==> src/rtl/psd_pkg.sv <==
package psd_pkg;
  typedef enum logic {
    MODE_DECIM  = 1'b0,
    MODE_BYPASS = 1'b1
  } mode_e;
endpackage

==> src/rtl/psd_path_count.sv <==
module psd_path_count #(
  parameter int N_PATHS = 8,
  parameter int CNT_W   = $clog2(N_PATHS + 1)
) (
  input  logic               clk_i,
  input  logic               rst_ni,
  input  logic [N_PATHS-1:0] path_i,
  output logic [CNT_W-1:0]   cnt_o
);
  logic [CNT_W-1:0] sum;
  logic [CNT_W-1:0] cnt_q;

  always_comb begin
    sum = '0;
    for (int i = 0; i < N_PATHS; i++) sum = sum + CNT_W'(path_i[i]);
  end

  always_ff @(posedge clk_i or negedge rst_ni) begin
    if (!rst_ni) cnt_q <= '0;
    else         cnt_q <= sum;
  end

  assign cnt_o = cnt_q;

  assert_count_range_R2: assert property (@(posedge clk_i) disable iff (!rst_ni)
    cnt_q <= CNT_W'(N_PATHS));
endmodule

==> src/rtl/psd_sinc_full.sv <==
module psd_sinc_full #(
  parameter int IN_W     = 4,
  parameter int IN_MAX   = 8,
  parameter int SINC_LEN = 8,
  parameter int SUM_W    = $clog2(SINC_LEN * IN_MAX + 1)
) (
  input  logic             clk_i,
  input  logic             rst_ni,
  input  logic [IN_W-1:0]  in_i,
  output logic [SUM_W-1:0] sum_o
);
  // integrator wraps modulo 2^SUM_W; comb difference stays exact
  logic [SUM_W-1:0]                acc_q;
  logic [SINC_LEN-1:0][SUM_W-1:0]  dly_q;

  always_ff @(posedge clk_i or negedge rst_ni) begin
    if (!rst_ni) begin
      acc_q <= '0;
      dly_q <= '0;
    end else begin
      acc_q <= acc_q + SUM_W'(in_i);
      dly_q <= {dly_q[SINC_LEN-2:0], acc_q};
    end
  end

  assign sum_o = acc_q - dly_q[SINC_LEN-1];

  assert_window_range_R3: assert property (@(posedge clk_i) disable iff (!rst_ni)
    sum_o <= SUM_W'(SINC_LEN * IN_MAX));
endmodule

==> src/rtl/psd_sinc_decim.sv <==
module psd_sinc_decim
  import psd_pkg::*;
#(
  parameter int IN_W     = 7,
  parameter int IN_MAX   = 64,
  parameter int SINC_LEN = 8,
  parameter int OUT_W    = 9,
  parameter int BYP_W    = 6
) (
  input  logic             clk_i,
  input  logic             rst_ni,
  input  logic             bypass_i,
  input  logic [IN_W-1:0]  win_i,
  output logic [OUT_W-1:0] data_o,
  output logic             valid_o
);
  localparam int ACC_W    = $clog2(SINC_LEN * IN_MAX + 1);
  localparam int PH_W     = $clog2(SINC_LEN);
  localparam int RUN_MAX  = 3 * SINC_LEN - 1;  // first decimated window fully post-reset
  localparam int RUN_W    = $clog2(RUN_MAX + 1);
  localparam int BYP_FILL = SINC_LEN + 1;
  localparam int OUT_MAX  = (1 << OUT_W) - 1;
  localparam int BYP_MAX  = (1 << BYP_W) - 1;

  mode_e            mode;
  logic [ACC_W-1:0] acc_q, last_q, diff;
  logic [PH_W-1:0]  ph_q;
  logic [RUN_W-1:0] run_q;
  logic [OUT_W-1:0] data_q;
  logic             valid_q;
  logic             ph_end;

  assign mode   = mode_e'(bypass_i);
  assign diff   = acc_q - last_q;
  assign ph_end = (ph_q == PH_W'(SINC_LEN - 1));

  always_ff @(posedge clk_i or negedge rst_ni) begin
    if (!rst_ni) begin
      acc_q   <= '0;
      last_q  <= '0;
      ph_q    <= '0;
      run_q   <= '0;
      data_q  <= '0;
      valid_q <= 1'b0;
    end else begin
      acc_q   <= acc_q + ACC_W'(win_i);
      ph_q    <= ph_end ? '0 : ph_q + 1'b1;
      if (run_q != RUN_W'(RUN_MAX)) run_q <= run_q + 1'b1;
      if (ph_end) last_q <= acc_q;  // comb runs in both modes
      valid_q <= 1'b0;
      if (mode == MODE_BYPASS) begin
        if (run_q >= RUN_W'(BYP_FILL)) begin
          valid_q <= 1'b1;
          data_q  <= (win_i > IN_W'(BYP_MAX)) ? OUT_W'(BYP_MAX) : OUT_W'(win_i);
        end
      end else if (ph_end && run_q == RUN_W'(RUN_MAX)) begin
        valid_q <= 1'b1;
        data_q  <= (diff > ACC_W'(OUT_MAX)) ? OUT_W'(OUT_MAX) : diff[OUT_W-1:0];
      end
    end
  end

  assign data_o  = data_q;
  assign valid_o = valid_q;

  assert_decim_phase_R3: assert property (@(posedge clk_i) disable iff (!rst_ni)
    (valid_o && !$past(bypass_i)) |-> (ph_q == '0));
  assert_decim_fill_R5: assert property (@(posedge clk_i) disable iff (!rst_ni)
    (valid_o && !$past(bypass_i)) |-> ($past(run_q) == RUN_W'(RUN_MAX)));
  assert_any_fill_R5: assert property (@(posedge clk_i) disable iff (!rst_ni)
    valid_o |-> (run_q > RUN_W'(BYP_FILL)));
  assert_bypass_range_R6: assert property (@(posedge clk_i) disable iff (!rst_ni)
    (valid_o && $past(bypass_i)) |-> (data_o <= OUT_W'(BYP_MAX)));
  assert_hold_R8: assert property (@(posedge clk_i) disable iff (!rst_ni)
    !valid_o |-> $stable(data_o));
endmodule

==> src/rtl/path_sinc_decim.sv <==
module path_sinc_decim #(
  parameter int N_PATHS  = 8,
  parameter int SINC_LEN = 8,
  parameter int OUT_W    = $clog2(SINC_LEN * SINC_LEN * N_PATHS)
) (
  input  logic               clk_i,
  input  logic               rst_ni,
  input  logic               bypass_i,
  input  logic [N_PATHS-1:0] path_i,
  output logic [OUT_W-1:0]   data_o,
  output logic               valid_o
);
  localparam int CNT_W   = $clog2(N_PATHS + 1);
  localparam int WIN_MAX = SINC_LEN * N_PATHS;
  localparam int WIN_W   = $clog2(WIN_MAX + 1);
  localparam int BYP_W   = $clog2(WIN_MAX);

  logic [CNT_W-1:0] cnt;
  logic [WIN_W-1:0] win;

  psd_path_count #(
    .N_PATHS(N_PATHS),
    .CNT_W  (CNT_W)
  ) u_count (
    .clk_i (clk_i),
    .rst_ni(rst_ni),
    .path_i(path_i),
    .cnt_o (cnt)
  );

  psd_sinc_full #(
    .IN_W    (CNT_W),
    .IN_MAX  (N_PATHS),
    .SINC_LEN(SINC_LEN),
    .SUM_W   (WIN_W)
  ) u_sinc_full (
    .clk_i (clk_i),
    .rst_ni(rst_ni),
    .in_i  (cnt),
    .sum_o (win)
  );

  psd_sinc_decim #(
    .IN_W    (WIN_W),
    .IN_MAX  (WIN_MAX),
    .SINC_LEN(SINC_LEN),
    .OUT_W   (OUT_W),
    .BYP_W   (BYP_W)
  ) u_sinc_decim (
    .clk_i   (clk_i),
    .rst_ni  (rst_ni),
    .bypass_i(bypass_i),
    .win_i   (win),
    .data_o  (data_o),
    .valid_o (valid_o)
  );
endmodule

==> config.mk <==
export PLATFORM = sky130hd
export DESIGN_NAME = path_sinc_decim
export DESIGN_NICKNAME = d
export VERILOG_FILES = /design/src/rtl/psd_pkg.sv /design/src/rtl/psd_path_count.sv /design/src/rtl/psd_sinc_full.sv /design/src/rtl/psd_sinc_decim.sv /design/src/rtl/path_sinc_decim.sv
export SDC_FILE = /design/constraint.sdc
export NUM_CORES = 1
export LEC_CHECK = 0
export BUFFER_PORTS_ARGS = -buffer_cell sky130_fd_sc_hd__buf_2
export CAP_MARGIN = 20
export CORE_MARGIN = 2
export CORE_UTILIZATION = 55
export CTS_BUF_LIST = sky130_fd_sc_hd__clkbuf_4 sky130_fd_sc_hd__clkbuf_8
export DETAILED_ROUTE_END_ITERATION = 6
export GPL_TIMING_DRIVEN = 0
export PLACE_DENSITY = 0.71
export SETUP_SLACK_MARGIN = 0.2
export SYNTH_ARGS = -nofsm -noshare
export SYNTH_HDL_FRONTEND = slang
export SYNTH_SLANG_ARGS = --single-unit
export TNS_END_PERCENT = 10
==> constraint.sdc <==
create_clock -name clk_i -period 3.2 [get_ports clk_i]
set_input_delay 0.48 -clock clk_i [delete_from_list [all_inputs] [get_ports clk_i]]
set_output_delay 0.48 -clock clk_i [all_outputs]
set_load 0.02 [all_outputs]
==> results by group, run 1 <==
CTS
  • CTS tree: yes
  • H-tree depth: 3
  • Hold_buf cts: 0
  • Skew-Pair Late Insertion Delay: 370 ps
  • Clock sinks: 105
  • Root Driver: clkbuf_8
  • Clk slew on worst S/H paths: 110 ps
  • CTS max path bufs: 2
  • CTS Buf Count: 9

Drt
  • Pre-antenna DRT Iters: 4
  • WL final: 6.87 mm
  • Drt drc: 0
  • Number of vias per cell: 5.24
  • Antenna-violating nets left: 0
  • Via count: 2,639
  • WL per Instance: 13.6 um
  • Initial DRC count: 84

Floorplan
  • IO Count: 21
  • Die height: 94.6 um
  • Die ar.: 8950 um2
  • Core ar.: 8090 um2
  • Initial core utilization: 55.8%
  • Site row count: 33
  • Chip width: 94.6 um

Placement
  • Port buffer count: 20
  • Detailed placement HPWL: 5.10 mm
  • Placed insts: 487
  • GP Congestion: 0.767

Finish
  • Diodes inserted: 0
  • Fin nets: 446
  • Area grow syn2layout: 11.8%
  • Final Non-Filler Cells: 504
  • Layout cells sized above 1: 16.3%

Hold path
  • Min-Delay Path Class: primary input to async pin

Synthesis
  • Count leader, synth: dfrtp_1
  • Ranking of synthesized cells by area: dfrtp_1, ha_1, fa_1
  • EDFF count, synth: 0
  • Synth async-reset ratio: 100%
  • Mapped Area: 4510 um2
  • Synth warnings: 0
  • Post-Syn Instances: 361
  • #FFs+latches synth: 105
  • Syn_area_per_cell: 12.5 um2
  • Synth top area share: 58.2%
  • Syn Nets: 413
  • Top cells by instance count after synthesis: dfrtp_1, inv_1, ha_1
  • Dominant synthesized flop cell: dfrtp_1
  • Area leader, netlist: dfrtp_1
  • Sequential fraction of the synthesis area: 58.2%
  • Yosys cell types: 53

STA
  • Post-route minimum period: 2800 ps
  • Slew headroom: 65.7%
  • Final worst hold slack: 86.9 ps
  • Final hold violation count: 0
  • Endpoints failing setup: 0
  • Fin crit share: 87.4%
  • Final clock skew: 14.6 ps
  • RSZ-0062 raised after global routing: yes
  • Worst Max-Slew Pin Slew: 515 ps
  • Max-slew violation count: 0
  • Fmax: 357 MHz

Setup path
  • CP Class: flop to flop
  • CP Launch Point: u_sinc_full.dly_q[50]$_DFF_PN0_
  • Crit Path Max Fanout: 3
  • Data arrival, critical path: 3100 ps
  • Startpoint types: flop
  • Worst r2r src: u_sinc_full.dly_q[50]$_DFF_PN0_
  • Crit. End Element: flop
  • Crit path required time: 3510 ps

GRT
  • Initial antenna violation count: 0
  • Global-route wire length before repair: 12.0 mm
  • Aggregate global-route resource usage: 17.6%
  • Overflow after GRT: 0
  • Vias in the first global route: 2,658
  • Largest net degree at the start of global routing: 66

Outcome
  • Status: finished, final reports clean

Run
  • Max cap viols: 0
==> timing repair <==
item,4_1_cts,5_1_grt
resized for setup,4,5
pin swaps,1,0
setup buffers,1,0
cloned,0,0
endpoints found under the setup margin,3,5
==> area by class of cell <==
| class | instances | area (um2) |
|---|---|---|
| Tap cell | 105 | 131 |
| Sequential cell | 105 | 2630 |
| Clock inverter | 7 | 92.6 |
| Buffer | 4 | 16.3 |
| Inverter | 39 | 146 |
| Multi-Input combinational cell | 213 | 1770 |
| Timing Repair Buffer | 22 | 138 |
| Clock buffer | 9 | 124 |
| Fill cell | 622 | 3050 |
==> placed cells by master (no fill, tap or decap), types with 3 or more instances in the layout <==
cell type,count
inv_6,4
xor2_1,8
a21o_1,8
o31ai_2,3
nor2_1,10
xnor2_1,16
nand2_1,19
nor2b_1,9
nor3_1,7
fa_1,7
a21oi_2,4
dfrtp_1,105
nand2b_1,6
buf_2,20
clkbuf_1,3
clkbuf_8,9
ha_1,32
a21oi_1,9
inv_1,39
o21a_1,8
nand3_1,6
o21ai_0,18
==> final timing paths <==
check / end / slack, ps / cells after the start
max: u_sinc_decim.acc_q[9]$_DFF_PN0_ / 400 / 13
min: u_sinc_full.dly_q[36]$_DFF_PN0_ / 90 / 1
max reg2reg: u_sinc_decim.acc_q[9]$_DFF_PN0_ / 400 / 13
min reg2reg: u_sinc_full.dly_q[53]$_DFF_PN0_ / 350 / 0
max in group asynchronous: u_sinc_full.dly_q[3]$_DFF_PN0_ / 2460 / 2
min in group clk_i: u_sinc_full.dly_q[53]$_DFF_PN0_ / 350 / 0
==> kinds of logic after synthesis <==
kind of cell               after synthesis  synth area share [%]
adders and majority gates               41                  12.7
AOI/OAI and AO/OA                       73                  11.5
xor gates and xnor gates                26                  5.04
and+or+nand+nor                         71                  8.43
buffers and inverters                   43                  3.60
DFF                                    105                  58.2
muxes                                    2                 0.499
==> critical path: stages (launching register included) <==
cell and delay [ps]:
dfrtp_1 370, inv_1 140, ha_1 250, nor2b_1 140
o31a_1 260, o21a_1 190, nor3_1 190, nor2_1 80
ha_1 320, or2_2 290, a21oi_1 210, a21oi_2 70
nand3_1 120, xnor2_1 110
==> per-layer routing <==
layer | wire, um | up-vias | track usage [%]
met5 | 0 | - | 0
met4 | 63 | 0 | 5.31
met3 | 272 | 4 | 5.35
met2 | 3290 | 40 | 28.7
met1 | 3240 | 1307 | 22.8
li1 | - | 1288 | -
==> sequential cells by signal, indices dropped and copies added, names as in the netlist <==
name                  count
u_sinc_decim.last_q      10
u_sinc_decim.valid_o      1
u_sinc_decim.ph_q         3
u_sinc_full.acc_q         7
u_count.cnt_o             4
u_sinc_full.dly_q        56
u_sinc_decim.acc_q       10
u_sinc_decim.run_q        5
u_sinc_decim.data_o       9
==> through the flow <==
step / setup slack [ps] / setup TNS [ps] / utilization [%] / cell area (um2)
detailed placement: -23.2 / -23.2 / 59.0 / 4780
floorplan: 465 / 0 / - / 4510
finish: 402 / 0 / 62.4 / 5050
CTS: 210 / 0 / 62.1 / 5030
global route: 184 / 0 / 62.4 / 5050
global placement: -11.2 / -11.2 / 58.6 / 4750
Power of run 1 is not shown: default switching activity piles up to over one toggle a cycle in this logic, so the estimate is an artifact.
==> inputs of run 2 (changes only) <==
--- a/config.mk
+++ b/config.mk
@@ -7,12 +7,14 @@
 export LEC_CHECK = 0
 export BUFFER_PORTS_ARGS = -buffer_cell sky130_fd_sc_hd__buf_2
 export CAP_MARGIN = 20
+export CELL_PAD_IN_SITES_DETAIL_PLACEMENT = 2
+export CELL_PAD_IN_SITES_GLOBAL_PLACEMENT = 2
 export CORE_MARGIN = 2
-export CORE_UTILIZATION = 55
+export CORE_UTILIZATION = 44
 export CTS_BUF_LIST = sky130_fd_sc_hd__clkbuf_4 sky130_fd_sc_hd__clkbuf_8
 export DETAILED_ROUTE_END_ITERATION = 6
 export GPL_TIMING_DRIVEN = 0
-export PLACE_DENSITY = 0.71
+export PLACE_DENSITY = 0.79
 export SETUP_SLACK_MARGIN = 0.2
 export SYNTH_ARGS = -nofsm -noshare
 export SYNTH_HDL_FRONTEND = slang
==> run 2 against run 1 <==
Against the previous run: clock skew decreased by 3.5 ps; hold slack worse by 47 ps; non-clock buffer count up 2; setup slack worse by 77 ps; sequential cell count did not move; sequential share of layout area down 0.31 points; first-iteration DRC count down 31%; die area increased by 24%; global-route usage grew 0.88 points; via count grew 3.7%; final cell count is 6.0% higher; fmax shrank 2.7%; highest routed layer unchanged.
==> results by group, run 2 (synthesis gave the netlist of run 1 again) <==
GRT
  • Largest net degree at the start of global routing: 78 (+18%)
  • Initial antenna violation count: 0 (unchanged)
  • Global-route wire length before repair: 15.9 mm (+33%)
  • Aggregate global-route resource usage: 18.4% (+0.88 points)
  • Vias in the first global route: 3,152 (+19%)
  • Overflow after GRT: 0 (unchanged)

CTS
  • CTS max path bufs: 2 (unchanged)
  • CTS Buf Count: 9 (unchanged)
  • H-tree depth: 3 (unchanged)
  • Clock sinks: 105 (unchanged)
  • Hold_buf cts: 0 (unchanged)
  • CTS tree: yes
  • Skew-Pair Late Insertion Delay: 370 ps (about the same)
  • Root Driver: clkbuf_8
  • Clk slew on worst S/H paths: 110 ps (about the same)

Drt
  • Drt drc: 0 (unchanged)
  • Initial DRC count: 58 (-31%)
  • Antenna-violating nets left: 0 (unchanged)
  • Number of vias per cell: 5.12 (-2.1%)
  • WL per Instance: 17.4 um (+27%)
  • Via count: 2,736 (+3.7%)
  • Pre-antenna DRT Iters: 3 (-1)
  • WL final: 9.27 mm (+35%)

Setup path
  • R2R Setup Slk: 320 ps (-80 ps)
  • Crit. End Element: flop
  • Startpoint types: flop
  • Crit Path Max Fanout: 5 (+2)
  • Crit path required time: 3500 ps (about the same)
  • CP Class: flop to flop
  • Data arrival, critical path: 3170 ps (+70 ps)

Placement
  • GP Congestion: 0.702 (-8.6%)
  • Detailed placement HPWL: 6.75 mm (+32%)
  • Port buffer count: 20 (unchanged)
  • Area after DPL: 4810 um2 (+0.73%)

Floorplan
  • Die height: 105 um (+11%)
  • Initial core utilization: 45.8% (-10 points)
  • Core ar.: 9860 um2 (+22%)
  • IO Count: 21 (unchanged)
  • Site row count: 36 (+9.1%)
  • Chip width: 105 um (+11%)
  • Die ar.: 11,100 um2 (+24%)

STA
  • Fmax: 348 MHz (-2.7%)
  • Post-route minimum period: 2880 ps (+77.1 ps)
  • Endpoints failing setup: 0 (unchanged)
  • Slew headroom: 64.4% (-1.2 points)
  • Fin crit share: 89.8% (+2.4 points)
  • RSZ-0062 raised after global routing: no
  • Final worst hold slack: 40.3 ps (-46.6 ps)
  • Final clock skew: 11.1 ps (-3.49 ps)
  • Max-slew violation count: 0 (unchanged)
  • Worst Max-Slew Pin Slew: 533 ps (+18.4 ps)
  • Final hold violation count: 0 (unchanged)

Finish
  • Largest reg by FF count: u_sinc_full.dly_q
  • Fillers: 939 (+51%)
  • Diodes inserted: 0 (unchanged)
  • Area grow syn2layout: 12.5%
  • Commonest cells after routing, fill and taps aside: dfrtp_1, inv_1, ha_1, buf_2, nand2_1
  • Top flop regs: u_sinc_full.dly_q (56), u_sinc_decim.acc_q (10), u_sinc_decim.last_q (10)
  • Fin nets: 448 (+0.45%)
  • Final Instance Area: 5080 um2 (+0.64%)
  • Largest register FFs: 56 (unchanged)
  • Commonest non-fill, non-tap cell in the layout: dfrtp_1
  • Layout cells sized above 1: 17.5% (+1.2 points)

Run
  • Max cap viols: 0 (unchanged)

Outcome
  • Status: finished, final reports clean

Hold path
  • Min-Delay Path Class: primary input to async pin
[run 2: cell types whose count changed in the layout (fill, tap and decap cells not counted), sizes merged]
cell,delta
bufinv,-1
clkinvlp,+2
buf,+2
inv,-1
[run 2: cell type report]
type                            instances  area, um2  share of cell area, %
Multi-Input combinational cell        213       1780                   35.0
Clock inverter                          7       68.8                   1.36
Clock buffer                            9        124                   2.44
Tap cell                              133        166                   3.28
Buffer                                  4       16.3                  0.320
Sequential cell                       105       2630                   51.8
Timing Repair Buffer                   24        153                   3.01
Inverter                               39        146                   2.88
[run 2: what timing repair did]
item / in CTS / in global routing
pin swaps: 1 / 0
endpoints found under the setup margin: 3 / 3
gates resized for setup: 4 / 8
setup buffers: 1 / 2
[run 2: metrics by stage]
stage	TNS [ps]	worst slack, ps	std cells	utilization [%]
finish	0	325	534	51.5
global route	0	168	534	51.5
CTS	0	231	532	51.1
detailed placement	-42.0	-42.0	515	48.8
global placement	-14.3	-14.3	514	48.5
floorplan	0	465	361	-
[run 2: critical path, cell delays in order (launching register included)]
cell	delay, ps
dfrtp_1	430
ha_1	380
o21a_1	230
o31a_1	130
o21a_1	200
o21a_1	200
nor2_1	130
ha_1	280
or2_2	330
a21oi_2	190
a21oi_2	60
nand3_1	120
xnor2_1	120
[run 2: path summary, 6_finish.rpt]
path,startpoint,endpoint,depth (start not counted)
max in group asynchronous,rst_ni,u_sinc_full.acc_q[1]$_DFF_PN0_,2
setup reg to reg,u_sinc_full.acc_q[2]$_DFF_PN0_,u_sinc_decim.acc_q[9]$_DFF_PN0_,12
min in group clk_i,u_sinc_full.dly_q[37]$_DFF_PN0_,u_sinc_full.dly_q[44]$_DFF_PN0_,0
setup / recovery,u_sinc_full.acc_q[2]$_DFF_PN0_,u_sinc_decim.acc_q[9]$_DFF_PN0_,12
hold / removal,rst_ni,u_sinc_decim.last_q[5]$_DFFE_PN0P_,1
hold reg to reg,u_sinc_full.dly_q[37]$_DFF_PN0_,u_sinc_full.dly_q[44]$_DFF_PN0_,0
[run 2: routing by layer]
layer	GRT usage (%)	share of wire, %	wire length (um)	vias up
li1	-	-	-	1287
met1	22.5	43	4010	1412
met2	33.5	53	4940	28
met3	3.40	2.2	205	9
met4	4.86	1.2	109	0
met5	0	0	0	-
Power of run 2 is left out for the same reason.
